[config.mk]
export PLATFORM = sky130hd
export DESIGN_NAME = trap_cmp_unit
export DESIGN_NICKNAME = d
export VERILOG_FILES = /design/src/rtl/trap_cmp_pkg.sv /design/src/rtl/trap_cmp_ctrl.sv /design/src/rtl/trap_cmp_dp.sv /design/src/rtl/trap_cmp_unit.sv
export SDC_FILE = /design/constraint.sdc
export NUM_CORES = 1
export LEC_CHECK = 0
export BUFFER_PORTS_ARGS = -buffer_cell sky130_fd_sc_hd__buf_2
export CORE_MARGIN = 2
export CORE_UTILIZATION = 49
export DETAILED_ROUTE_END_ITERATION = 8
export PLACE_DENSITY = 0.81
export SLEW_MARGIN = 20
export SYNTH_ARGS = -nofsm -noshare
export SYNTH_HDL_FRONTEND = slang
export SYNTH_SLANG_ARGS = --single-unit
[constraint.sdc]
create_clock -name clk -period 4.5 [get_ports clk]
set_input_delay 1.35 -clock clk [delete_from_list [all_inputs] [get_ports clk]]
set_output_delay 1.35 -clock clk [all_outputs]
set_load 0.01 [all_outputs]
[src/rtl/trap_cmp_pkg.sv]
package trap_cmp_pkg;

  // selector width and the bit each relation listens to
  localparam int MASK_W   = 5;
  localparam int BIT_SLT  = 4;
  localparam int BIT_SGT  = 3;
  localparam int BIT_EQ   = 2;
  localparam int BIT_ULT  = 1;
  localparam int BIT_UGT  = 0;

  localparam int CAUSE_W  = 4;
  localparam logic [CAUSE_W-1:0] CAUSE_TRAP = 4'h4;
  localparam logic [CAUSE_W-1:0] CAUSE_NONE = 4'h0;

  // strobes from control to datapath
  typedef struct packed {
    logic load;
  } ctrlStrobe_t;

endpackage

[src/rtl/trap_cmp_ctrl.sv]
module trap_cmp_ctrl
  import trap_cmp_pkg::*;
(
  input  logic        clk,
  input  logic        rstN,
  input  logic        inValid,
  output ctrlStrobe_t strobe,
  output logic        doneOut
);

  logic doneQ;

  always_comb begin
    strobe.load = inValid;
  end

  always_ff @(posedge clk) begin
    if (!rstN) begin
      doneQ <= 1'b0;
    end else begin
      doneQ <= inValid;
    end
  end

  assign doneOut = doneQ;

  // every strobe yields a completion one cycle later, and only then
  assert_done_follows_R10: assert property (@(posedge clk) disable iff (!rstN)
    inValid |=> doneOut);
  assert_no_stray_done_R10: assert property (@(posedge clk) disable iff (!rstN)
    !inValid |=> !doneOut);

endmodule

[src/rtl/trap_cmp_dp.sv]
module trap_cmp_dp
  import trap_cmp_pkg::*;
#(
  parameter int DATA_W = 64,
  parameter int WORD_W = 32
) (
  input  logic                clk,
  input  logic                rstN,
  input  ctrlStrobe_t         strobe,
  input  logic [DATA_W-1:0]   opA,
  input  logic [DATA_W-1:0]   opB,
  input  logic [MASK_W-1:0]   condMask,
  input  logic                dwordMode,
  output logic                trapOut,
  output logic [CAUSE_W-1:0]  causeOut
);

  localparam int EXT_W = DATA_W - WORD_W;

  logic signed [DATA_W-1:0] sA, sB;
  logic        [DATA_W-1:0] uA, uB;
  logic        [MASK_W-1:0] relVec;
  logic                     hitAny;
  logic                     trapQ;
  logic        [CAUSE_W-1:0] causeQ;

  // operand narrowing: only exists when the word is shorter than the datapath
  generate
    if (EXT_W > 0) begin : gNarrow
      always_comb begin
        if (dwordMode) begin
          sA = opA;
          sB = opB;
          uA = opA;
          uB = opB;
        end else begin
          sA = {{EXT_W{opA[WORD_W-1]}}, opA[WORD_W-1:0]};
          sB = {{EXT_W{opB[WORD_W-1]}}, opB[WORD_W-1:0]};
          uA = {{EXT_W{1'b0}}, opA[WORD_W-1:0]};
          uB = {{EXT_W{1'b0}}, opB[WORD_W-1:0]};
        end
      end
    end else begin : gFull
      logic unusedMode;
      assign unusedMode = dwordMode;
      always_comb begin
        sA = opA;
        sB = opB;
        uA = opA;
        uB = opB;
      end
    end
  endgenerate

  always_comb begin
    relVec          = '0;
    relVec[BIT_SLT] = (sA < sB);
    relVec[BIT_SGT] = (sA > sB);
    relVec[BIT_EQ]  = (uA == uB);
    relVec[BIT_ULT] = (uA < uB);
    relVec[BIT_UGT] = (uA > uB);
  end

  assign hitAny = |(relVec & condMask);

  always_ff @(posedge clk) begin
    if (!rstN) begin
      trapQ  <= 1'b0;
      causeQ <= CAUSE_NONE;
    end else begin
      trapQ  <= strobe.load & hitAny;
      causeQ <= (strobe.load & hitAny) ? CAUSE_TRAP : CAUSE_NONE;
    end
  end

  assign trapOut  = trapQ;
  assign causeOut = causeQ;

  // exactly one signed and one unsigned ordering holds for any pair
  assert_signed_order_onehot_R9: assert property (@(posedge clk) disable iff (!rstN)
    $countones({relVec[BIT_SLT], relVec[BIT_SGT], relVec[BIT_EQ]}) == 1);
  assert_unsigned_order_onehot_R9: assert property (@(posedge clk) disable iff (!rstN)
    $countones({relVec[BIT_ULT], relVec[BIT_UGT], relVec[BIT_EQ]}) == 1);

endmodule

[src/rtl/trap_cmp_unit.sv]
module trap_cmp_unit
  import trap_cmp_pkg::*;
#(
  parameter int DATA_W = 64,
  parameter int WORD_W = 32
) (
  input  logic                   clk,
  input  logic                   rstN,
  input  logic                   inValid,
  input  logic [DATA_W-1:0]      opA,
  input  logic [DATA_W-1:0]      opB,
  input  logic [MASK_W-1:0]      condMask,
  input  logic                   dwordMode,
  output logic                   trapReq,
  output logic [CAUSE_W-1:0]     causeCode,
  output logic                   done
);

  ctrlStrobe_t strobe;

  trap_cmp_ctrl uCtrl (
    .clk     (clk),
    .rstN    (rstN),
    .inValid (inValid),
    .strobe  (strobe),
    .doneOut (done)
  );

  trap_cmp_dp #(
    .DATA_W (DATA_W),
    .WORD_W (WORD_W)
  ) uDp (
    .clk       (clk),
    .rstN      (rstN),
    .strobe    (strobe),
    .opA       (opA),
    .opB       (opB),
    .condMask  (condMask),
    .dwordMode (dwordMode),
    .trapOut   (trapReq),
    .causeOut  (causeCode)
  );

  // a trap only accompanies a completion
  assert_trap_needs_done_R10: assert property (@(posedge clk) disable iff (!rstN)
    trapReq |-> done);
  // cause code tracks the trap pulse
  assert_cause_on_trap_R11: assert property (@(posedge clk) disable iff (!rstN)
    trapReq |-> (causeCode == CAUSE_TRAP));
  assert_cause_idle_R11: assert property (@(posedge clk) disable iff (!rstN)
    !trapReq |-> (causeCode == CAUSE_NONE));
  // empty selector never traps
  assert_zero_mask_quiet_R8: assert property (@(posedge clk) disable iff (!rstN)
    (inValid && condMask == '0) |=> !trapReq);
  // full selector always traps
  assert_full_mask_fires_R9: assert property (@(posedge clk) disable iff (!rstN)
    (inValid && (&condMask)) |=> trapReq);
  // equal full-width operands with the equality bit set must trap
  assert_equal_fires_R3: assert property (@(posedge clk) disable iff (!rstN)
    (inValid && condMask[BIT_EQ] && opA == opB) |=> trapReq);

endmodule

== Yosys cells after proc, flatten, opt, wreduce, memory -nomap -nowiden ==
Index checks and enable logic that the tools add are counted.
Operators by class
  bitwise gates (word level): 2
  multiplexer cells: 5
  reduce and logical (&&, ||, !) cells: 1
  magnitude comparators: 4
  equality and inequality tests: 1
Operator list (count)
  64-bit two-way mux: 4
  64-bit > comparator: 2
  64-bit < comparator: 2
  64-bit == test: 1
  5-bit bitwise AND: 1
  5-bit OR reduction: 1
  3-bit two-way mux: 1
  1-bit bitwise AND: 1
Storage, ports and cells
  logic and storage cells: 16
  output and inout bits: 6
  bits in registers: 6
  bits of input ports: 137

== Longest topological paths before layout ==
  depth in word-level cells: 6
  depth in mapped cells: 13
  mapped depth without buffers: 12

== Hierarchy ==
Synthesis repeated with hierarchy kept, for this count alone.
Unflattened totals
  cells, all modules: 447
  area total of the unflattened synthesis: 3188.1 µm²
By module, submodules not included
  trap_cmp_dp: cells an instance 444, area each 3154.3 µm², times used 1, seq. area each 20.0 µm²
  trap_cmp_ctrl: cells an instance 3, area each 33.8 µm², times used 1, seq. area each 20.0 µm²

== Least setup slack after synthesis ==
Ideal clock, no wire load.
  path kind: input-to-reg
  start point: input port dwordMode
  end point: register uDp.causeQ[2], in the netlist uDp.causeOut[2]
  path slack: 570 ps
  data required time: 4378 ps
  cell stages on the path: 12
  library setup time: 122 ps
  arrival: 3808 ps
  buffers on the path: 2
  cell sequence: clkbuf_1 -> buf_1 -> a21oi_1 -> ha_1 -> a21oi_1 -> o21ai_1 -> a221oi_2 -> o211ai_1 -> a2111oi_2 -> a31o_1 -> a21oi_1 -> a311o_1
On the way
  cells in the longest elaborated chain, start to end: 6
  elaborated cells on any way between the ends: 13
  those cells by class: order compare (4); eq/ne (1); mux (5); bitwise (2); reduce/logical (1)
Ends and longest elaborated chain
  from (decl): RTL line trap_cmp_unit.sv:13  | input logic dwordMode,
  64-bit two-way mux: RTL line trap_cmp_dp.sv:31  | if (dwordMode) begin
  64-bit > comparator, or another cell as far along: RTL line trap_cmp_dp.sv:61  | relVec[BIT_UGT] = (uA > uB);
  5-bit bitwise AND (*): RTL line trap_cmp_dp.sv:64  | assign hitAny = |(relVec & condMask);
  5-bit OR reduction (*): RTL line trap_cmp_dp.sv:64
  1-bit bitwise AND (*): RTL line trap_cmp_dp.sv:72  | causeQ <= (strobe.load & hitAny) ? CAUSE_TRAP : CAUSE_NONE;
  3-bit two-way mux (*): RTL line trap_cmp_dp.sv:72
  to (signal assigned): RTL line trap_cmp_dp.sv:72
  to (decl): RTL line trap_cmp_dp.sv:25  | logic [CAUSE_W-1:0] causeQ;
Mark *: on every way between the ends. The rest lies on a longest branch, timed or not.
A chain may end at the register's enable or synchronous reset.

== Worst setup path in the final report ==
Same ends and word-level chain as after synthesis.

==> run summary <==
ANT nets after route = 0
Vias in the first global route = 3387
Synth unique cells = 41
Setup total negative slack = 0 ns
Outcome = completed
CP max stage delay = 0.46 ns
GRT Overall Usage = 22.9%
CTS tree = built
Slew Limit Fails = 0
DRC violations left = 0
Post-Syn Instances = 449
Vias post-DR = 3564
Hold Buf Count CTS = 0
H-tree Lvls = 1
Ys async rst share = 0%
Unrepaired setup endpoints after global routing = false
WP data arrival = 4.10 ns
Achievable Freq = 0.249 GHz
Clock sinks = 2
Cell depth of the worst setup path = 14
Initial antenna violation count = 0
Commonest non-fill, non-tap cell in the layout = buf_2
Post-cts gate resize count = 0
Post-placement cell area = 0.00394 mm²
Inserted Diodes = 0
Power density over the cells = 117 mW/mm²
Num rows = 29
Crit-path most repeated cell = a21oi_1
Critical path's slowest cell = a2111oi_2
Routed vias/inst = 5.43
Drt pass-1 iters = 4
First-pass GRT wire length = 14.0 mm
Final wirelength = 8.27 mm
Area growth syn-to-layout = 26.6%
Largest net degree at the start of global routing = 52
Final instance area = 0.00398 mm²
Crit path cell chain = buf_2 > buf_12 > nor2_2 > buf_4 > a21oi_1 > ha_1 > a21oi_1 > o21ai_1 > a221oi_2 > o211ai_1 > a2111oi_2 > a31o_1 > a21oi_1 > a311o_1
Postcts setup bufs = 0
Yosys warnings = 0
Die width = 84.1 µm
Layout cells sized above 1 = 28.0%
Syn Area/Cell = 7.00 µm²
CTS root buf = clkbuf_8
Minimum clock period = 4.01 ns
DRT iter0 DRCs = 126
CP endpoint kind = register
Worst-path fanout max = 45
I/O Pins = 143
Final Hold Fails = 0
Initial core utilization = 50.0%
HPWL Detailed = 7.35 mm
Period utilisation layout = 89.1%
Dominant cells by area after synthesis = ha_1 (38%), a21oi_1 (11%), nand2_1 (7.5%)
Setup Viol. Count Final = 0
Number of synthesized flops with an enable pin = 0
Die height = 84.1 µm
Register area share after synthesis = 1.27%
Critical path origin = dwordMode
Crit path to = uDp.causeOut[2]
Layout filler cell count = 565
Congestion Overflow GR = 0
Critical path class = input port to register
Max cap viols = 0
GP Congestion = 0.894
Critical Path Source Type = input port
Avg WL per Cell = 12.6 µm
Worst Path Required = 4.59 ns
Port Buffers = 139
WP buf/inv = 3
Main synth FF type = dfxtp_1
DIE AREA = 0.00707 mm²
Largest delay share family, worst path = compound AO/OA/AOI/OAI gates
Clock slew at reported path FFs = 0.03 ns
Synth Register Bits = 2
Worst hold path type = input port to register
Largest area contributor in the netlist = ha_1
Clock tree buffer depth = 2
Top cell type's share of synthesized area = 38.2%
Worst vdd ir = 0.000138 V
Core ar. = 0.00628 mm²
Lkg Pwr = 0.00226 µW
Fin nets = 814
Synthesized cell area = 0.00314 mm²
TritonCTS buffer count = 3
Most frequent cells in the layout = buf_2 (139), ha_1 (96), a21oi_1 (68), nand2_1 (63), inv_1 (36)
through the flow:
step                instances  util [%]  hold slack, ns  total power, µW  worst slack [ns]
floorplan                 451         -            1.51              266             0.570
global placement          653      62.7            1.63              379             0.350
detailed placement        653      62.7            1.63              394             0.280
CTS                       656      63.4            1.42              468             0.490
global route              656      63.4            1.42              527             0.309
finish                    656      63.4            1.42              466             0.489
per-layer routing:
metal / GRT usage [%] / vias up / part of all wire, % / wire (µm)
met4: 2.79 / 0 / 0.51 / 42
met3: 3.46 / 8 / 5.9 / 485
met2: 42.9 / 105 / 49 / 4070
met1: 28.0 / 1585 / 44 / 3670
met5: 0 / - / 0 / 0
li1: - / 1866 / - / -
cell usage after synthesis (2+ instances only):
cell and instances:
inv_1 36, o21ai_0 12, a221oi_1 4, a221o_1 3, nor4_1 4, o211ai_1 3, a21o_1 5, o21ai_1 2
a21oi_1 68, nand2b_1 33, nor3_1 2, dfxtp_1 2, and3_1 3, nand4_1 15, nand2_1 63, and4_1 4
buf_1 4, ha_1 96, nor4_2 2, a211oi_1 2, nand3_1 10, o31a_1 2, and2_2 2, and2_1 33
buf_4 4, nor2_1 9, clkbuf_1 12
cells by family after synthesis:
| kind of cell | after synthesis | synth area share, % |
|---|---|---|
| AOI/OAI and AO/OA | 108 | 20.6 |
| and+or+nand+nor | 186 | 32.6 |
| adders and majority gates | 96 | 38.2 |
| buffers and inverters | 56 | 7.17 |
| other | 1 | 0.119 |
| DFF | 2 | 1.27 |
flip-flops by register name, indices dropped and copies added (netlist names):
| signal | cells |
|---|---|
| uDp.causeOut | 1 |
| uCtrl.doneOut | 1 |
report_power, final:
part	internal, µW	switching, µW	total [µW]	leakage, µW
registers	19.8	1.27	21.1	0.0000167
clock network	56.6	14.5	71.1	0.0000216
logic	179	195	374	0.00222
total	255	211	466	0.00226
worst min path at each step:
stage | start | to | slack [ns] | cells after the start
6_report | inValid | uCtrl.doneOut | 1.42 | 2
3_3_place_gp | inValid | uCtrl.doneOut | 1.63 | 2
5_1_grt | inValid | uCtrl.doneOut | 1.42 | 2
3_5_place_dp | inValid | uCtrl.doneOut | 1.63 | 2
2_1_floorplan | inValid | uCtrl.doneOut | 1.51 | 1
4_1_cts | inValid | uCtrl.doneOut | 1.42 | 2
layout make-up:
type | count | area [µm²] | area share, %
Inverter | 36 | 135 | 3.40
Tap cell | 77 | 96.3 | 2.42
Timing Repair Buffer | 145 | 778 | 19.6
Clock buffer | 3 | 41.3 | 1.04
Sequential cell | 2 | 40.0 | 1.01
Multi-Input combinational cell | 393 | 2890 | 72.6
No activity file was read; power rests on OpenSTA's default activity.
